[src/rtl/pb_pkg.sv]
package pb_pkg;
  typedef enum logic [1:0] {WSRC_NONE, WSRC_HOST, WSRC_RX} wsrc_e;
endpackage

[src/rtl/pb_ram.sv]
module pb_ram #(
  parameter int DEPTH = 128,
  parameter int DW    = 8,
  localparam int AW   = $clog2(DEPTH)
) (
  input  logic          clk_i,
  input  logic          rst_ni,
  input  logic          we_i,
  input  logic [AW-1:0] waddr_i,
  input  logic [DW-1:0] wdata_i,
  input  logic          re_a_i,
  input  logic [AW-1:0] raddr_a_i,
  output logic [DW-1:0] rdata_a_o,
  input  logic          re_b_i,
  input  logic [AW-1:0] raddr_b_i,
  output logic [DW-1:0] rdata_b_o
);
  logic [DW-1:0] mem_q [DEPTH];

  always_ff @(posedge clk_i) begin
    if (we_i) mem_q[waddr_i] <= wdata_i;
  end

  // read-before-write on both ports
  always_ff @(posedge clk_i or negedge rst_ni) begin
    if (!rst_ni) begin
      rdata_a_o <= '0;
      rdata_b_o <= '0;
    end else begin
      if (re_a_i) rdata_a_o <= mem_q[raddr_a_i];
      if (re_b_i) rdata_b_o <= mem_q[raddr_b_i];
    end
  end
endmodule

[src/rtl/pb_host_ptr.sv]
module pb_host_ptr #(
  parameter int AW = 7
) (
  input  logic          clk_i,
  input  logic          rst_ni,
  input  logic          start_i,
  input  logic [AW-1:0] addr_i,
  input  logic          burst_i,
  input  logic          acc_i,
  output logic [AW-1:0] eff_addr_o
);
  logic [AW-1:0] ptr_q;

  assign eff_addr_o = start_i ? addr_i : ptr_q;

  always_ff @(posedge clk_i or negedge rst_ni) begin
    if (!rst_ni)             ptr_q <= '0;
    else if (acc_i && burst_i) ptr_q <= eff_addr_o + AW'(1);  // wraps at top
    else if (start_i)        ptr_q <= addr_i;
  end
endmodule

[src/rtl/pb_rx_wr.sv]
module pb_rx_wr #(
  parameter int AW = 7,
  parameter int DW = 8,
  parameter int LW = 8
) (
  input  logic          clk_i,
  input  logic          rst_ni,
  input  logic          sof_i,
  input  logic          byte_vld_i,
  input  logic [DW-1:0] byte_i,
  input  logic          eof_i,
  input  logic [DW-1:0] lqi_i,
  input  logic          prot_i,
  output logic          req_o,
  output logic [AW-1:0] addr_o,
  output logic [DW-1:0] data_o,
  output logic [LW-1:0] len_o,
  output logic          seen_o
);
  logic [AW-1:0] ptr_q;
  logic [LW-1:0] cnt_q, cnt_eff;

  // payload starts at 1 to mirror the transmit layout
  assign addr_o  = sof_i ? AW'(1) : ptr_q;
  assign cnt_eff = sof_i ? '0 : cnt_q;
  assign req_o   = (byte_vld_i || eof_i) && !prot_i;
  assign data_o  = eof_i ? lqi_i : byte_i;

  always_ff @(posedge clk_i or negedge rst_ni) begin
    if (!rst_ni) begin
      ptr_q  <= '0;
      cnt_q  <= '0;
      len_o  <= '0;
      seen_o <= 1'b0;
    end else if (eof_i) begin
      ptr_q <= addr_o;
      cnt_q <= cnt_eff;
      if (!prot_i) begin
        len_o  <= cnt_eff;
        seen_o <= 1'b1;
      end
    end else if (byte_vld_i) begin
      ptr_q <= addr_o + AW'(1);
      cnt_q <= cnt_eff + LW'(1);
    end else if (sof_i) begin
      ptr_q <= AW'(1);
      cnt_q <= '0;
    end
  end
endmodule

[src/rtl/pb_flags.sv]
module pb_flags #(
  parameter int AW = 7,
  parameter int DW = 8,
  parameter int LW = 8
) (
  input  logic          clk_i,
  input  logic          rst_ni,
  input  logic          tx_rd_i,
  input  logic [AW-1:0] tx_addr_i,
  input  logic [DW-1:0] tx_len_i,
  input  logic          host_rd_i,
  input  logic          host_burst_i,
  input  logic [AW-1:0] host_addr_i,
  input  logic [LW-1:0] rx_len_i,
  input  logic          rx_seen_i,
  input  logic          host_wr_i,
  input  logic          rx_req_i,
  input  logic          clr_i,
  output logic          undr_o,
  output logic          drop_o
);
  localparam int CW = ((DW > AW) ? ((DW > LW) ? DW : LW) : ((AW > LW) ? AW : LW)) + 1;

  logic [CW-1:0] tx_a, tx_lim, h_a, h_lim;
  logic          tx_undr, h_undr, drop_set;

  assign tx_a     = CW'(tx_addr_i);
  assign tx_lim   = CW'(tx_len_i);
  assign h_a      = CW'(host_addr_i);
  assign h_lim    = CW'(rx_len_i) + CW'(1);
  assign tx_undr  = tx_rd_i && (tx_a > tx_lim);
  assign h_undr   = host_rd_i && host_burst_i && rx_seen_i && (h_a > h_lim);
  assign drop_set = host_wr_i && rx_req_i;

  always_ff @(posedge clk_i or negedge rst_ni) begin
    if (!rst_ni) begin
      undr_o <= 1'b0;
      drop_o <= 1'b0;
    end else begin
      if (tx_undr || h_undr) undr_o <= 1'b1;
      else if (clr_i)        undr_o <= 1'b0;
      if (drop_set)          drop_o <= 1'b1;
      else if (clr_i)        drop_o <= 1'b0;
    end
  end
endmodule

[src/rtl/pkt_buf_ctrl.sv]
module pkt_buf_ctrl #(
  parameter int DEPTH = 128,
  parameter int DW    = 8,
  localparam int AW   = $clog2(DEPTH),
  localparam int LW   = AW + 1
) (
  input  logic          clk_i,
  input  logic          rst_ni,
  input  logic          host_start_i,
  input  logic [AW-1:0] host_addr_i,
  input  logic          host_burst_i,
  input  logic          host_wr_i,
  input  logic [DW-1:0] host_wdata_i,
  input  logic          host_rd_i,
  output logic [DW-1:0] host_rdata_o,
  input  logic          rx_sof_i,
  input  logic          rx_byte_vld_i,
  input  logic [DW-1:0] rx_byte_i,
  input  logic          rx_eof_i,
  input  logic [DW-1:0] rx_lqi_i,
  input  logic          rx_prot_i,
  output logic [LW-1:0] rx_len_o,
  input  logic          tx_rd_i,
  input  logic [AW-1:0] tx_addr_i,
  output logic [DW-1:0] tx_rdata_o,
  input  logic          err_clr_i,
  output logic          undr_o,
  output logic          rx_drop_o
);
  import pb_pkg::*;

  logic [AW-1:0] h_addr, rx_addr, waddr;
  logic [DW-1:0] rx_data, wdata, len0_q;
  logic          rx_req, rx_seen, we;
  wsrc_e         wsrc;

  pb_host_ptr #(.AW(AW)) u_hptr (
    .clk_i, .rst_ni,
    .start_i(host_start_i), .addr_i(host_addr_i), .burst_i(host_burst_i),
    .acc_i(host_rd_i || host_wr_i), .eff_addr_o(h_addr)
  );

  pb_rx_wr #(.AW(AW), .DW(DW), .LW(LW)) u_rx (
    .clk_i, .rst_ni,
    .sof_i(rx_sof_i), .byte_vld_i(rx_byte_vld_i), .byte_i(rx_byte_i),
    .eof_i(rx_eof_i), .lqi_i(rx_lqi_i), .prot_i(rx_prot_i),
    .req_o(rx_req), .addr_o(rx_addr), .data_o(rx_data),
    .len_o(rx_len_o), .seen_o(rx_seen)
  );

  // host beats receive
  always_comb begin
    if (host_wr_i)   wsrc = WSRC_HOST;
    else if (rx_req) wsrc = WSRC_RX;
    else             wsrc = WSRC_NONE;
    unique case (wsrc)
      WSRC_HOST: begin we = 1'b1; waddr = h_addr;  wdata = host_wdata_i; end
      WSRC_RX:   begin we = 1'b1; waddr = rx_addr; wdata = rx_data;      end
      default:   begin we = 1'b0; waddr = '0;      wdata = '0;           end
    endcase
  end

  // shadow of address 0 for the transmit length check
  always_ff @(posedge clk_i or negedge rst_ni) begin
    if (!rst_ni)                  len0_q <= '0;
    else if (we && waddr == '0)   len0_q <= wdata;
  end

  pb_ram #(.DEPTH(DEPTH), .DW(DW)) u_ram (
    .clk_i, .rst_ni,
    .we_i(we), .waddr_i(waddr), .wdata_i(wdata),
    .re_a_i(host_rd_i), .raddr_a_i(h_addr), .rdata_a_o(host_rdata_o),
    .re_b_i(tx_rd_i), .raddr_b_i(tx_addr_i), .rdata_b_o(tx_rdata_o)
  );

  pb_flags #(.AW(AW), .DW(DW), .LW(LW)) u_flags (
    .clk_i, .rst_ni,
    .tx_rd_i, .tx_addr_i, .tx_len_i(len0_q),
    .host_rd_i, .host_burst_i, .host_addr_i(h_addr),
    .rx_len_i(rx_len_o), .rx_seen_i(rx_seen),
    .host_wr_i, .rx_req_i(rx_req), .clr_i(err_clr_i),
    .undr_o, .drop_o(rx_drop_o)
  );
endmodule

[config.mk]
export PLATFORM = sky130hd
export DESIGN_NAME = pkt_buf_ctrl
export DESIGN_NICKNAME = d
export VERILOG_FILES = /design/src/rtl/pb_pkg.sv /design/src/rtl/pb_ram.sv /design/src/rtl/pb_host_ptr.sv /design/src/rtl/pb_rx_wr.sv /design/src/rtl/pb_flags.sv /design/src/rtl/pkt_buf_ctrl.sv
export SDC_FILE = /design/constraint.sdc
export NUM_CORES = 2
export LEC_CHECK = 0
export CAP_MARGIN = 5
export CORE_UTILIZATION = 35
export CTS_CLUSTER_DIAMETER = 50
export DETAILED_ROUTE_END_ITERATION = 10
export GPL_ROUTABILITY_DRIVEN = 0
export SLEW_MARGIN = 20
export SYNTH_ARGS = -nofsm -noshare
export SYNTH_HDL_FRONTEND = slang
export SYNTH_SLANG_ARGS = --single-unit
[constraint.sdc]
create_clock -name clk_i -period 7.3 [get_ports clk_i]
set_input_delay 1.095 -clock clk_i [delete_from_list [all_inputs] [get_ports clk_i]]
set_output_delay 1.095 -clock clk_i [all_outputs]
set_load 0.05 [all_outputs]
; Word-level counts from Yosys, hierarchy flattened
; Memories as Yosys holds them, arrays and structs flattened. A register that Yosys moved wholly into a read port is not among the register bits.
; Index checks and enable logic that the tools add are counted.
[classes]
mux = 19
n_bitwise = 1
order_cmp = 2
addsub = 4
reduce_logical = 19
eq_ne = 2
[op_table]
columns = op, count
row1 = $mux W7, 5
row2 = $mux W8, 4
row3 = $pmux W8 S2, 1
row4 = $add A7 B1 Y7 const B, 2
row5 = $pmux W7 S2, 1
row6 = $add A8 B1 Y9 const B, 1
row7 = $gt A7 B9 Y1, 1
row8 = $add A8 B1 Y8 const B, 1
row9 = $gt A7 B8 Y1, 1
row10 = $logic_and A1 B1 Y1, 8
row11 = $logic_not A7 Y1, 1
row12 = $mux W1, 6
row13 = $mux W2, 2
row14 = $reduce_bool A2 Y1, 2
row15 = $logic_not A1 Y1, 3
row16 = $logic_or A1 B1 Y1, 3
row17 = $eq A2 B1 Y1 const B, 1
row18 = $eq A2 B2 Y1 const B, 1
row19 = $reduce_and A2 Y1, 1
row20 = $reduce_or A2 Y1, 1
row21 = $not A1 Y1, 1
[totals]
ramBits = 1024
out_inout_bits = 26
n_memories = 1
ff_bits = 41
word_cells = 56
[memory_table]
columns = memory, depth, word_bits, read_ports, rd_clocked_by_memory_dff, wr, line
row1 = u_ram.mem_q, 128, 8, 2, 2, 1, pb_ram.sv:18  ; logic [DW-1:0] mem_q [DEPTH];

; Logic depth before layout (Yosys ltp)
[logic_depth]
depth_word = 9
ltp_mapped = 14
depth_no_buf = 10

; Hierarchy
; A second synthesis with hierarchy kept.
[hier_totals]
cells_unflattened = 3066
hier_area_um2 = 52148.8
[by_module_without_submodules]
columns = mod, area_each_um2, cells_per_inst, n_inst
row1 = pb_ram, 49434.9, 2804, 1
row2 = pb_rx_wr, 1238.7, 113, 1
row3 = pb_flags, 535.5, 67, 1
row4 = pkt_buf_ctrl, 521.8, 44, 1
row5 = pb_host_ptr, 417.9, 38, 1

; Worst setup path after synthesis
; No wires, ideal clock.
[synth_path]
path_kind = input to register
startpoint = input host_wr_i
endpoint = memory u_ram.mem_q[0][0], data pin
cell_stages = 4
t_arrival_ns = 6.980
setup_time_ns = 1.233
required_ns = 6.067
path_slack_ns = -0.914
cell_sequence = clkbuf_1 > clkbuf_1 > clkbuf_1 > o31ai_1
[synth_via]
elab_chain_cells = 3
word_cells_on_any_way = 4
[synth_rtl]
columns = element, line
row1 = "start, declared", pkt_buf_ctrl.sv:12  ; input logic host_wr_i,
row2 = $mux W2 *, pkt_buf_ctrl.sv:53  ; if (host_wr_i) wsrc = WSRC_HOST;
row3 = $eq A2 B2 Y1 or $eq A2 B1 Y1 (tied branches), pkt_buf_ctrl.sv:56  ; unique case (wsrc)
row4 = $pmux W8 S2 *, pkt_buf_ctrl.sv:56
row5 = net u_ram.wdata_i[0], pb_ram.sv:10  ; input logic [DW-1:0] wdata_i,
row6 = "end, declared", pb_ram.sv:18
; Mark *: on every way through the listed nets, which the timed path passes. The rest lies on a longest branch.

; Worst setup path after layout
[layout_path]
startpoint = input host_start_i
endpoint = register u_ram.rdata_a_o[0] (read register of u_ram.mem_q)
[layout_via]
elab_chain_cells = 1
[layout_rtl]
columns = element, line
row1 = "start, declared", pkt_buf_ctrl.sv:9  ; input logic host_start_i,
row2 = $mux W7, n/a
row3 = "end, declared", pb_ram.sv:13  ; output logic [DW-1:0] rdata_a_o,
; Every way passes these cells.
; A chain may end at the register's enable or synchronous reset.

==> impl_results.rst <==
.. list-table::
   :header-rows: 1

   * - Metric
     - Value
   * - Maximum buffer depth of the clock tree
     - 3
   * - Smallest hold slack
     - 470 ps
   * - Final Worst Setup Slack
     - approximately 1700 ps
   * - Post-route core utilization
     - 40.4%
   * - TritonCTS buffer count
     - 132
   * - Worst min-delay path class
     - in -> async
   * - Endpoints failing hold
     - 0
   * - Pleak
     - between 15 and 20 nW
   * - Wire length reported by the detailed router
     - between 150000 and 200000 um
   * - CTS H-Tree Depth
     - 4
   * - Power Total
     - ~17 mW
   * - Pin count of the biggest net entering global routing
     - 137
   * - Data arrival, critical path
     - around 6300 ps
   * - Peak supply drop
     - 0.193 mV
   * - Count of TritonRoute iterations in the first routing pass
     - 6
   * - Worst slack after detailed placement
     - 1150 ps
   * - Data required time at the worst endpoint
     - roughly 8000 ps
   * - Wire length of the first global-routing pass
     - between 200000 and 250000 um
   * - Total Neg Setup Slack
     - 0 ps
   * - Reported max-cap violation count
     - 0
   * - Met1 routing resource usage after global routing
     - roughly 31%
   * - Die W
     - around 390 um
   * - Vias in the first global route
     - around 34000
   * - Final std cells w/o fill
     - ~5800
   * - Syn-to-layout area delta
     - 14.7%
   * - Startpoint type of the worst setup path
     - input port
   * - Core region area
     - between 100000 and 150000 um2
   * - DP Wirelength
     - approximately 110000 um
   * - Number of cells after detailed placement
     - around 5500
   * - Hold Buf Count CTS
     - 0
   * - Clock tree from TritonCTS
     - built
   * - Iteration-0 DRC Markers
     - between 4000 and 5000
   * - Layout cell share with drive strength beyond 1
     - 18.4%
   * - Number of nets in the synthesized netlist
     - ~3700
   * - Number of buffers added for setup after CTS
     - 0
   * - Number of instances in the synthesized netlist
     - roughly 3700
   * - ANT cells
     - 0
   * - WL per Instance
     - 30.2 um
   * - Vias
     - 35000
   * - Tightest slew margin relative to the limit
     - between 15 and 20%
   * - Total DRC errors in the routed layout
     - 0
   * - Initial antenna violation count
     - 5
   * - Minimum clock period
     - around 5600 ps
   * - Part of the Yosys area used for sequential elements
     - between 60% and 70%
   * - R2r startpoint
     - u_hptr.ptr_q[0]$_DFF_PN0_
   * - Total power per unit cell area
     - between 200 and 300 nW/um2
   * - Top-Level Pins
     - 76
   * - Syn_area_per_cell
     - 14.2 um2
   * - Met3 track utilization from global routing
     - under 10%
   * - Kind of critical path
     - in -> reg
   * - Number of cell instances on the worst register-to-register path
     - 10
   * - Flop and latch count out of synthesis
     - 1081
   * - Site row count
     - between 100 and 150
   * - Placed cell area
     - around 55000 um2
   * - Maximum clock skew at final layout
     - 34.7 ps
   * - Post_cts resized
     - 0
   * - Type of destination of the critical path
     - register
   * - Fraction of synthesis flops using an asynchronous set or reset pin
     - about 5.3%
   * - Antenna-violating nets left
     - 0
   * - Final standard cell area without fillers
     - about 60000 um2
   * - Met2 GRT Util
     - roughly a third
   * - Peak clock frequency supported by timing
     - 178 MHz
   * - Post-route fraction of the period consumed by the critical path
     - around 77%
   * - Net count of the finished layout
     - ~3800
   * - Warnings from Yosys
     - 0
   * - Clock network latency to the later pin of the worst-skew pair
     - ~750 ps
   * - Area of the mapped netlist
     - approximately 52000 um2
   * - Overall die area
     - 150000 um2
   * - PortBufs
     - 75
   * - Overflow after GRT
     - 0
   * - Most common cell after layout, fill and taps aside
     - edfxtp_1
   * - Number of setup violations in the final report
     - 0
   * - Most frequent cells in the layout
     - 1024 x edfxtp_1, 685 x nand2_1, 344 x mux4_2
   * - CTS Sinks
     - between 1000 and 1500
   * - Die extent in y
     - between 300 and 400 um
   * - R2R Path End
     - u_ram.rdata_a_o[0]$_DFFE_PN0P_
   * - RSZ-0062 raised after global routing
     - false
   * - Highest-utilization routing layer at the global route stage
     - met2
   * - Clock-pin transition on the worst setup and hold timing paths
     - about 60 ps
   * - Final Max Tran Viols
     - 0
   * - Count of different cell masters after synthesis
     - 56
   * - CP peak stage delay
     - between 800 and 900 ps
   * - Initial core utilization
     - between 30% and 40%
   * - Slowest stage cell on the critical path
     - clkdlybuf4s50_1
   * - EDFF count, synth
     - roughly 1000
   * - Per-cell via count in the routed design
     - roughly 6.1
   * - Slew at the pin closest to its max-slew limit
     - about 1200 ps
   * - Dominant synthesized flop cell
     - edfxtp_1
   * - Outcome
     - finished clean
   * - Cells along the critical path
     - clkdlybuf4s50_1, mux2i_4, inv_8, buf_12, mux2i_1, o221ai_1, a21oi_1, nor3_1, o22a_1, nand4_1, o32ai_1
   * - GRT Util Overall
     - about 23%
   * - Crit path max fanout
     - between 100 and 150
   * - CTS Root Cell
     - clkbuf_16
   * - Worst reg2reg setup slack
     - between 2000 and 3000 ps
==> Yosys cell counts (23+ instances only) <==
master | instances | share of area [%]
edfxtp_1 | 1024 | 59
nand2_1 | 686 | 5.0
mux4_2 | 344 | 15
nand3_1 | 251 | 2.4
mux2i_1 | 205 | 3.9
a21oi_1 | 189 | 1.8
nor2_1 | 149 | 1.1
clkbuf_1 | 137 | 0.99
o221ai_1 | 81 | 1.4
nor3_1 | 69 | 0.66
dfrtp_1 | 57 | 2.7
buf_1 | 54 | 0.39
buf_2 | 38 | 0.37
o21ai_0 | 33 | 0.32
inv_1 | 29 | 0.21
a21boi_0 | 27 | 0.39
o22ai_1 | 25 | 0.30
buf_4 | 23 | 0.33
==> flip-flops by register name, indices dropped and copies added, names as in the netlist <==
signal and flops:
u_ram.rdata_b_o 8, u_flags.drop_o 1, u_flags.undr_o 1, u_ram.mem_q 1024
u_rx.seen_o 1, u_rx.cnt_q 8, u_ram.rdata_a_o 8, u_hptr.ptr_q 7
len0_q 8, u_rx.ptr_q 7, u_rx.len_o 8
==> metal layers <==
metal / up-vias / routed length [um]
li1: 14400 / -
met5: - / 49
met3: 357 / 17600
met4: 6 / 8460
met2: 2202 / 80200
met1: 18000 / 67700
==> worst max-delay path by stage <==
stage | start | to | slack (ps) | depth (start not counted)
after global placement | host_start_i | u_ram.rdata_a_o[2]$_DFFE_PN0P_ | 1200 | 11
final | host_start_i | u_ram.rdata_a_o[0]$_DFFE_PN0P_ | 1670 | 11
after floorplan | host_wr_i | u_ram.mem_q[0][0]$_DFFE_PP_ | -910 | 4
after CTS | host_start_i | u_ram.rdata_a_o[6]$_DFFE_PN0P_ | 1940 | 11
after global routing | host_start_i | u_ram.rdata_a_o[6]$_DFFE_PN0P_ | 1730 | 11
after detailed placement | host_start_i | u_ram.rdata_a_o[2]$_DFFE_PN0P_ | 1150 | 11
==> report_power, final <==
group | total [mW] | switching (mW) | internal (mW)
Combinational | 2.85 | 1.97 | 0.881
Sequential | 7.04 | 0.0903 | 6.95
Clock | 6.66 | 2.64 | 4.01
Total | 16.6 | 4.70 | 11.8
==> cells by family after synthesis <==
family          synth area share [%]
compound gates                  5.64
xor+xnor                       0.371
fa+ha+maj                      0.409
buf+inv                         2.53
flops                           61.9
mux                             19.2
simple gates                    9.97
==> layout make-up <==
type | count | area [um2]
flip-flops and latches | 1081 | 32200
clock inverters | 74 | 858
inverters | 33 | 139
repair buffers | 196 | 1810
clock buffers | 165 | 3530
multi-input cells | 2278 | 18700
well taps | 1930 | 2410
fillers | 13300 | 88000
==> worst max-delay path, delay by kind of cell <==
kind                   cells  cell delay, ps
and+or+nand+nor            2            1170
buffers and inverters      3            1980
muxes                      2             670
AOI/OAI and AO/OA          4            1170
Note: power is estimated with default switching activity, not from simulation.
